==> src/rtl/alert_svc_pkg.sv <==
package alert_svc_pkg;

    typedef enum logic [1:0] {
        ST_IDLE   = 2'd0,
        ST_POLL   = 2'd1,
        ST_GRANT  = 2'd2,
        ST_SETTLE = 2'd3
    } svc_state_e;

    typedef struct packed {
        svc_state_e state;
        logic       shared;
    } svc_ctx_t;

    // Width of an index into n peripherals, at least one bit.
    function automatic int unsigned idx_width(input int unsigned n);
        return (n > 1) ? $clog2(n) : 1;
    endfunction

endpackage

==> src/rtl/alert_sync.sv <==
module alert_sync #(
    parameter int WIDTH  = 4,
    parameter int STAGES = 2
) (
    input  logic             clk,
    input  logic             rst,
    input  logic [WIDTH-1:0] async_n,
    output logic [WIDTH-1:0] sync_n
);
    logic [WIDTH-1:0] stage_q [STAGES];

    generate
        for (genvar s = 0; s < STAGES; s++) begin : g_stage
            always_ff @(posedge clk) begin
                if (rst) begin
                    stage_q[s] <= '1;
                end else if (s == 0) begin
                    stage_q[s] <= async_n;
                end else begin
                    stage_q[s] <= stage_q[(s > 0) ? s - 1 : 0];
                end
            end
        end
    endgenerate

    assign sync_n = stage_q[STAGES-1];

endmodule

==> src/rtl/rr_picker.sv <==
module rr_picker #(
    parameter int N     = 4,
    parameter int IDX_W = 2
) (
    input  logic [N-1:0]     req,
    input  logic [IDX_W-1:0] last,
    output logic             any,
    output logic [IDX_W-1:0] pick
);
    always_comb begin
        int c;
        logic [IDX_W-1:0] cand;
        any  = 1'b0;
        pick = '0;
        // Walk from farthest to nearest so the nearest requester wins.
        for (int k = N; k >= 1; k--) begin
            c = int'(last) + k;
            if (c >= N) c = c - N;
            cand = IDX_W'(c);
            if (req[cand]) begin
                any  = 1'b1;
                pick = cand;
            end
        end
    end

endmodule

==> src/rtl/alert_svc_poller.sv <==
module alert_svc_poller
    import alert_svc_pkg::*;
#(
    parameter int NUM_PERIPH  = 4,
    parameter int SYNC_STAGES = 2,
    parameter int IDX_W       = idx_width(NUM_PERIPH)
) (
    input  logic                  clk,
    input  logic                  rst,
    input  logic                  shared_mode,
    input  logic [NUM_PERIPH-1:0] alert_n_ded,
    input  logic                  alert_n_shr,
    output logic                  poll_req,
    output logic [IDX_W-1:0]      poll_idx,
    input  logic                  poll_ack,
    input  logic                  poll_needs_svc,
    output logic                  grant_valid,
    output logic [IDX_W-1:0]      grant_idx,
    input  logic                  grant_done
);
    localparam int SYNC_W = NUM_PERIPH + 1;
    localparam int CNT_W  = $clog2(SYNC_STAGES + 1);
    localparam logic [IDX_W-1:0] LAST_IDX = IDX_W'(NUM_PERIPH - 1);
    localparam logic [CNT_W-1:0] SETTLE_END = CNT_W'(SYNC_STAGES - 1);

    logic [SYNC_W-1:0]     sync_n;
    logic [NUM_PERIPH-1:0] ded_req;
    logic                  shr_req;
    logic                  pick_any;
    logic [IDX_W-1:0]      pick_idx;

    svc_ctx_t              ctx_q, ctx_d;
    logic [IDX_W-1:0]      last_q, last_d;
    logic [IDX_W-1:0]      cur_q, cur_d;
    logic [CNT_W-1:0]      cnt_q, cnt_d;

    alert_sync #(.WIDTH(SYNC_W), .STAGES(SYNC_STAGES)) u_sync (
        .clk     (clk),
        .rst     (rst),
        .async_n ({alert_n_shr, alert_n_ded}),
        .sync_n  (sync_n)
    );

    assign ded_req = ~sync_n[NUM_PERIPH-1:0];
    assign shr_req = ~sync_n[NUM_PERIPH];

    rr_picker #(.N(NUM_PERIPH), .IDX_W(IDX_W)) u_pick (
        .req  (ded_req),
        .last (last_q),
        .any  (pick_any),
        .pick (pick_idx)
    );

    function automatic logic [IDX_W-1:0] next_idx(input logic [IDX_W-1:0] v);
        return (v == LAST_IDX) ? '0 : v + 1'b1;
    endfunction

    always_comb begin
        ctx_d        = ctx_q;
        ctx_d.shared = shared_mode;
        last_d       = last_q;
        cur_d        = cur_q;
        cnt_d        = cnt_q;
        unique case (ctx_q.state)
            ST_IDLE: begin
                if (shared_mode) begin
                    if (shr_req) begin
                        ctx_d.state = ST_POLL;
                        cur_d       = next_idx(last_q);
                    end
                end else if (pick_any) begin
                    ctx_d.state = ST_GRANT;
                    cur_d       = pick_idx;
                end
            end
            ST_POLL: begin
                if (poll_ack) begin
                    if (poll_needs_svc) begin
                        ctx_d.state = ST_GRANT;
                    end else begin
                        ctx_d.state = ST_IDLE;
                        last_d      = cur_q;
                    end
                end
            end
            ST_GRANT: begin
                if (grant_done) begin
                    ctx_d.state = ST_SETTLE;
                    last_d      = cur_q;
                    cnt_d       = '0;
                end
            end
            ST_SETTLE: begin
                if (cnt_q == SETTLE_END) begin
                    ctx_d.state = ST_IDLE;
                end else begin
                    cnt_d = cnt_q + 1'b1;
                end
            end
            default: ctx_d.state = ST_IDLE;
        endcase
    end

    always_ff @(posedge clk) begin
        if (rst) begin
            ctx_q  <= '{state: ST_IDLE, shared: 1'b0};
            last_q <= LAST_IDX;
            cur_q  <= '0;
            cnt_q  <= '0;
        end else begin
            ctx_q  <= ctx_d;
            last_q <= last_d;
            cur_q  <= cur_d;
            cnt_q  <= cnt_d;
        end
    end

    assign poll_req    = (ctx_q.state == ST_POLL);
    assign poll_idx    = cur_q;
    assign grant_valid = (ctx_q.state == ST_GRANT);
    assign grant_idx   = cur_q;

    AST_EXCLUSIVE_OUT: assert property (@(posedge clk) disable iff (rst)
        !(poll_req && grant_valid));

    AST_GRANT_HOLD: assert property (@(posedge clk) disable iff (rst)
        (grant_valid && !grant_done) |=> (grant_valid && $stable(grant_idx)));

    AST_POLL_HOLD: assert property (@(posedge clk) disable iff (rst)
        (poll_req && !poll_ack) |=> (poll_req && $stable(poll_idx)));

    AST_NO_POLL_DED: assert property (@(posedge clk) disable iff (rst)
        (!shared_mode && !ctx_q.shared) |-> !poll_req);

    AST_ACK_GRANT: assert property (@(posedge clk) disable iff (rst)
        (poll_req && poll_ack && poll_needs_svc) |=>
            (grant_valid && grant_idx == $past(poll_idx)));

    AST_ACK_NO_GRANT: assert property (@(posedge clk) disable iff (rst)
        (poll_req && poll_ack && !poll_needs_svc) |=> (!grant_valid && !poll_req));

    AST_SETTLE_QUIET: assert property (@(posedge clk) disable iff (rst)
        (grant_valid && grant_done) |=> (!grant_valid && !poll_req));

endmodule

==> config.mk <==
export PLATFORM = sky130hd
export DESIGN_NAME = alert_svc_poller
export DESIGN_NICKNAME = d
export VERILOG_FILES = /design/src/rtl/alert_svc_pkg.sv /design/src/rtl/alert_sync.sv /design/src/rtl/rr_picker.sv /design/src/rtl/alert_svc_poller.sv
export SDC_FILE = /design/constraint.sdc
export NUM_CORES = 1
export LEC_CHECK = 0
export ABC_AREA = 1
export CAP_MARGIN = 15
export CORE_ASPECT_RATIO = 1.4
export CORE_UTILIZATION = 46
export CTS_BUF_LIST = sky130_fd_sc_hd__clkbuf_16
export CTS_CLUSTER_DIAMETER = 40
export DETAILED_ROUTE_END_ITERATION = 6
export PLACE_DENSITY = 0.77
export SLEW_MARGIN = 10
export SYNTH_ARGS = -nofsm -noshare
export SYNTH_HDL_FRONTEND = slang
export SYNTH_SLANG_ARGS = --single-unit
export TNS_END_PERCENT = 5
==> constraint.sdc <==
create_clock -name clk -period 1.4 [get_ports clk]
set_clock_uncertainty 0.05 [all_clocks]
set_input_delay 0.28 -clock clk [delete_from_list [all_inputs] [get_ports clk]]
set_output_delay 0.28 -clock clk [all_outputs]
set_load 0.1 [all_outputs]
==> results.cfg <==
[outcome]
status = complete, but fails checks
violations = negative setup slack

[floorplanning]
die_w_um = 41.52
ios = 17
initial_core_util_pct = 49.78
rows = 19
die_area_um2 = 2380
die_h_um = 57.33
core_um2 = 2021

[detailed_routing]
drt-total-wl_um = 2191
ant_nets = 0
vias = 969
wl_per_cell_um = 11.41
drtIter0Drc = 26
viasPerCell = 5.047
firstDrtPassIters = 4
drc_errors = 0

[placed_design]
post-place-ws_ns = -0.1771
numPortBuffers = 16
dp_hpwl_um = 1625
gp_congestion = 0.9366

[global_routing]
grt_pass1_vias = 934
grt_max_degree = 13
grt_first_pass_wirelength_um = 3822
grt_util_all_layers_pct = 20.64
overflow = 0
antenna_found_initial = 0

[yosys]
synth_compound_area_share_pct = 9.577
syn_inst = 147
synth_area_um2 = 1006
synth_top_cell_area_share_pct = 35.82
synth_xor_area_share_pct = 0
syn_nets = 160
synth_fa_ha_area_share_pct = 2.488
yosysUniqueCellTypes = 23
ys_ff_latch = 18
avgSynthCellArea_um2 = 6.843
synthSimpleGateAreaFrac_pct = 39.93
synth_top_family_by_area = simple AND/OR/NAND/NOR gates
synthMuxAreaShare_pct = 0
synth_area_leaders = dfxtp_1 (36%), nand2_1 (16%), inv_1 (7.5%)
yosysTopAreaCell = dfxtp_1
yosys_warnings = 0
synth_seq_area_share_pct = 35.82

[clocking]
ctsHtreeMaxLevel = 1
cts_root_buffer = clkbuf_16
clockBufferDepth = 2
cts.clk_slew.worst_paths_ns = 0.05
cts_buffers = 3
cts_tree = built
clk_latency_ns = 0.24
clock-sinks = 18

[sta]
slew_violations = 0
rsz0062_at_grt = true
fin_ws_ns = -0.07865
setup_viol = 4
clock.fmax_mhz = 676.3
timing.final.crit_share_pct = 105.6
maxSlewHeadroom_pct = 74.88
tightest_slew_ns = 0.3754
hold_viol = 0
fin_crit_ns = 1.479

[critical_path]
crit_type = register to register
crit_required_ns = 1.53
critPathArrivalTime_ns = 1.61
crit_slowest_cell = dfxtp_4
path_max_fanout = 4
worstSetupEndpointType = register
max_stage_delay_ns = 0.35
path_cells = ha_4 > buf_6 > nand3_4 > nand2_4 > inv_4 > nand3_2 > nand3_4 > nand2_2 > nand2_2 > a21oi_2
crit_path_start_kind = register

[hold_path]
min_path_type = register to register

[final_layout]
final_util_pct = 71.33
layout_commonest_cell = nand2_1
drive_above_1_share_pct = 32.16
final_cell_mix = nand2_1 (40), inv_1 (19), dfxtp_1 (14)
syn_to_final_growth_pct = 43.28
antennaDiodeCount = 0
nNetsFinal = 186

[flow_run]
cap_violations = 0
==> final timing paths <==
check / cells after the start / startpoint / endpoint / slack, ns
worst max-delay path: 10 / last_q[0] / grant_idx[0] / -0.08
worst min-delay path: 1 / u_sync.stage_q[0][2] / u_sync.stage_q[1][2] / 0.35
worst max register to register: 10 / last_q[0] / grant_idx[0] / -0.08
worst min register to register: 1 / u_sync.stage_q[0][2] / u_sync.stage_q[1][2] / 0.35
==> through the flow <==
step	setup TNS, ns	cell area (um^2)	instances	hold slack, ns
after global routing	-0.6460	1441	192	0.3818
after CTS	-0.1255	1403	192	0.3552
after floorplan	-1.691	1007	147	0.3338
after global placement	-0.7377	1276	187	0.3401
after detailed placement	-0.9118	1276	187	0.3436
final	-0.1969	1441	192	0.3541
==> state kept, by name, indices dropped and copies added, names as in the netlist <==
register	count
u_sync.stage_q	10
cnt_q	2
ctx_q	2
grant_idx	2
last_q	2
==> layout make-up <==
cell class,instances,area [um^2]
Clock buffer,3,75.07
Fill cell,157,579.3
Inverter,24,97.59
Multi-Input combinational cell,101,579.3
Sequential cell,18,367.9
Tap cell,21,26.28
Timing Repair Buffer,25,295.3
==> Yosys cell counts (all sizes together) <==
cell / count
nand3: 12
nor2: 11
o21ai: 3
nand4: 1
a31oi: 1
nand2: 47
inv: 24
dfxtp: 18
buf: 3
nor3: 2
a21oi: 8
or2: 10
clkbuf: 1
a211oi: 1
o211ai: 3
ha: 2
==> cells by family (layout without fill, tap and decap cells) <==
| logic type | after synthesis | count (layout) |
|---|---|---|
| adders and majority gates | 2 | 2 |
| AOI/OAI and AO/OA | 16 | 16 |
| DFF | 18 | 18 |
| buffers and inverters | 28 | 52 |
| and+or+nand+nor | 83 | 83 |
==> metal layers <==
layer | global-route usage [%] | vias to the layer above | share of wire (%)
met3 | 3.797 | 6 | 2.9
li1 | - | 505 | -
met5 | 0 | - | 0
met1 | 21.39 | 435 | 39
met4 | 10.60 | 0 | 2.4
met2 | 38.62 | 23 | 55
==> worst max-delay path: cells and delay by family, from the launching register on <==
family | cells | cell delay (ns)
AND/OR/NAND/NOR | 6 | 0.48
adder cells (fa/ha/maj) | 1 | 0.30
buffers and inverters | 2 | 0.14
flip-flops | 1 | 0.35
AO/OA/AOI/OAI | 1 | 0.10
==> what timing repair did <==
action	CTS	global route
resized for setup	10	10
pin swaps	3	2
buffers inserted	2	0
hold buffers	0	0
endpoints found under the setup margin	7	8
Power is left out: the tool's default activity adds up to more than one toggle a clock period on the data nets, which glitch-free logic cannot reach.
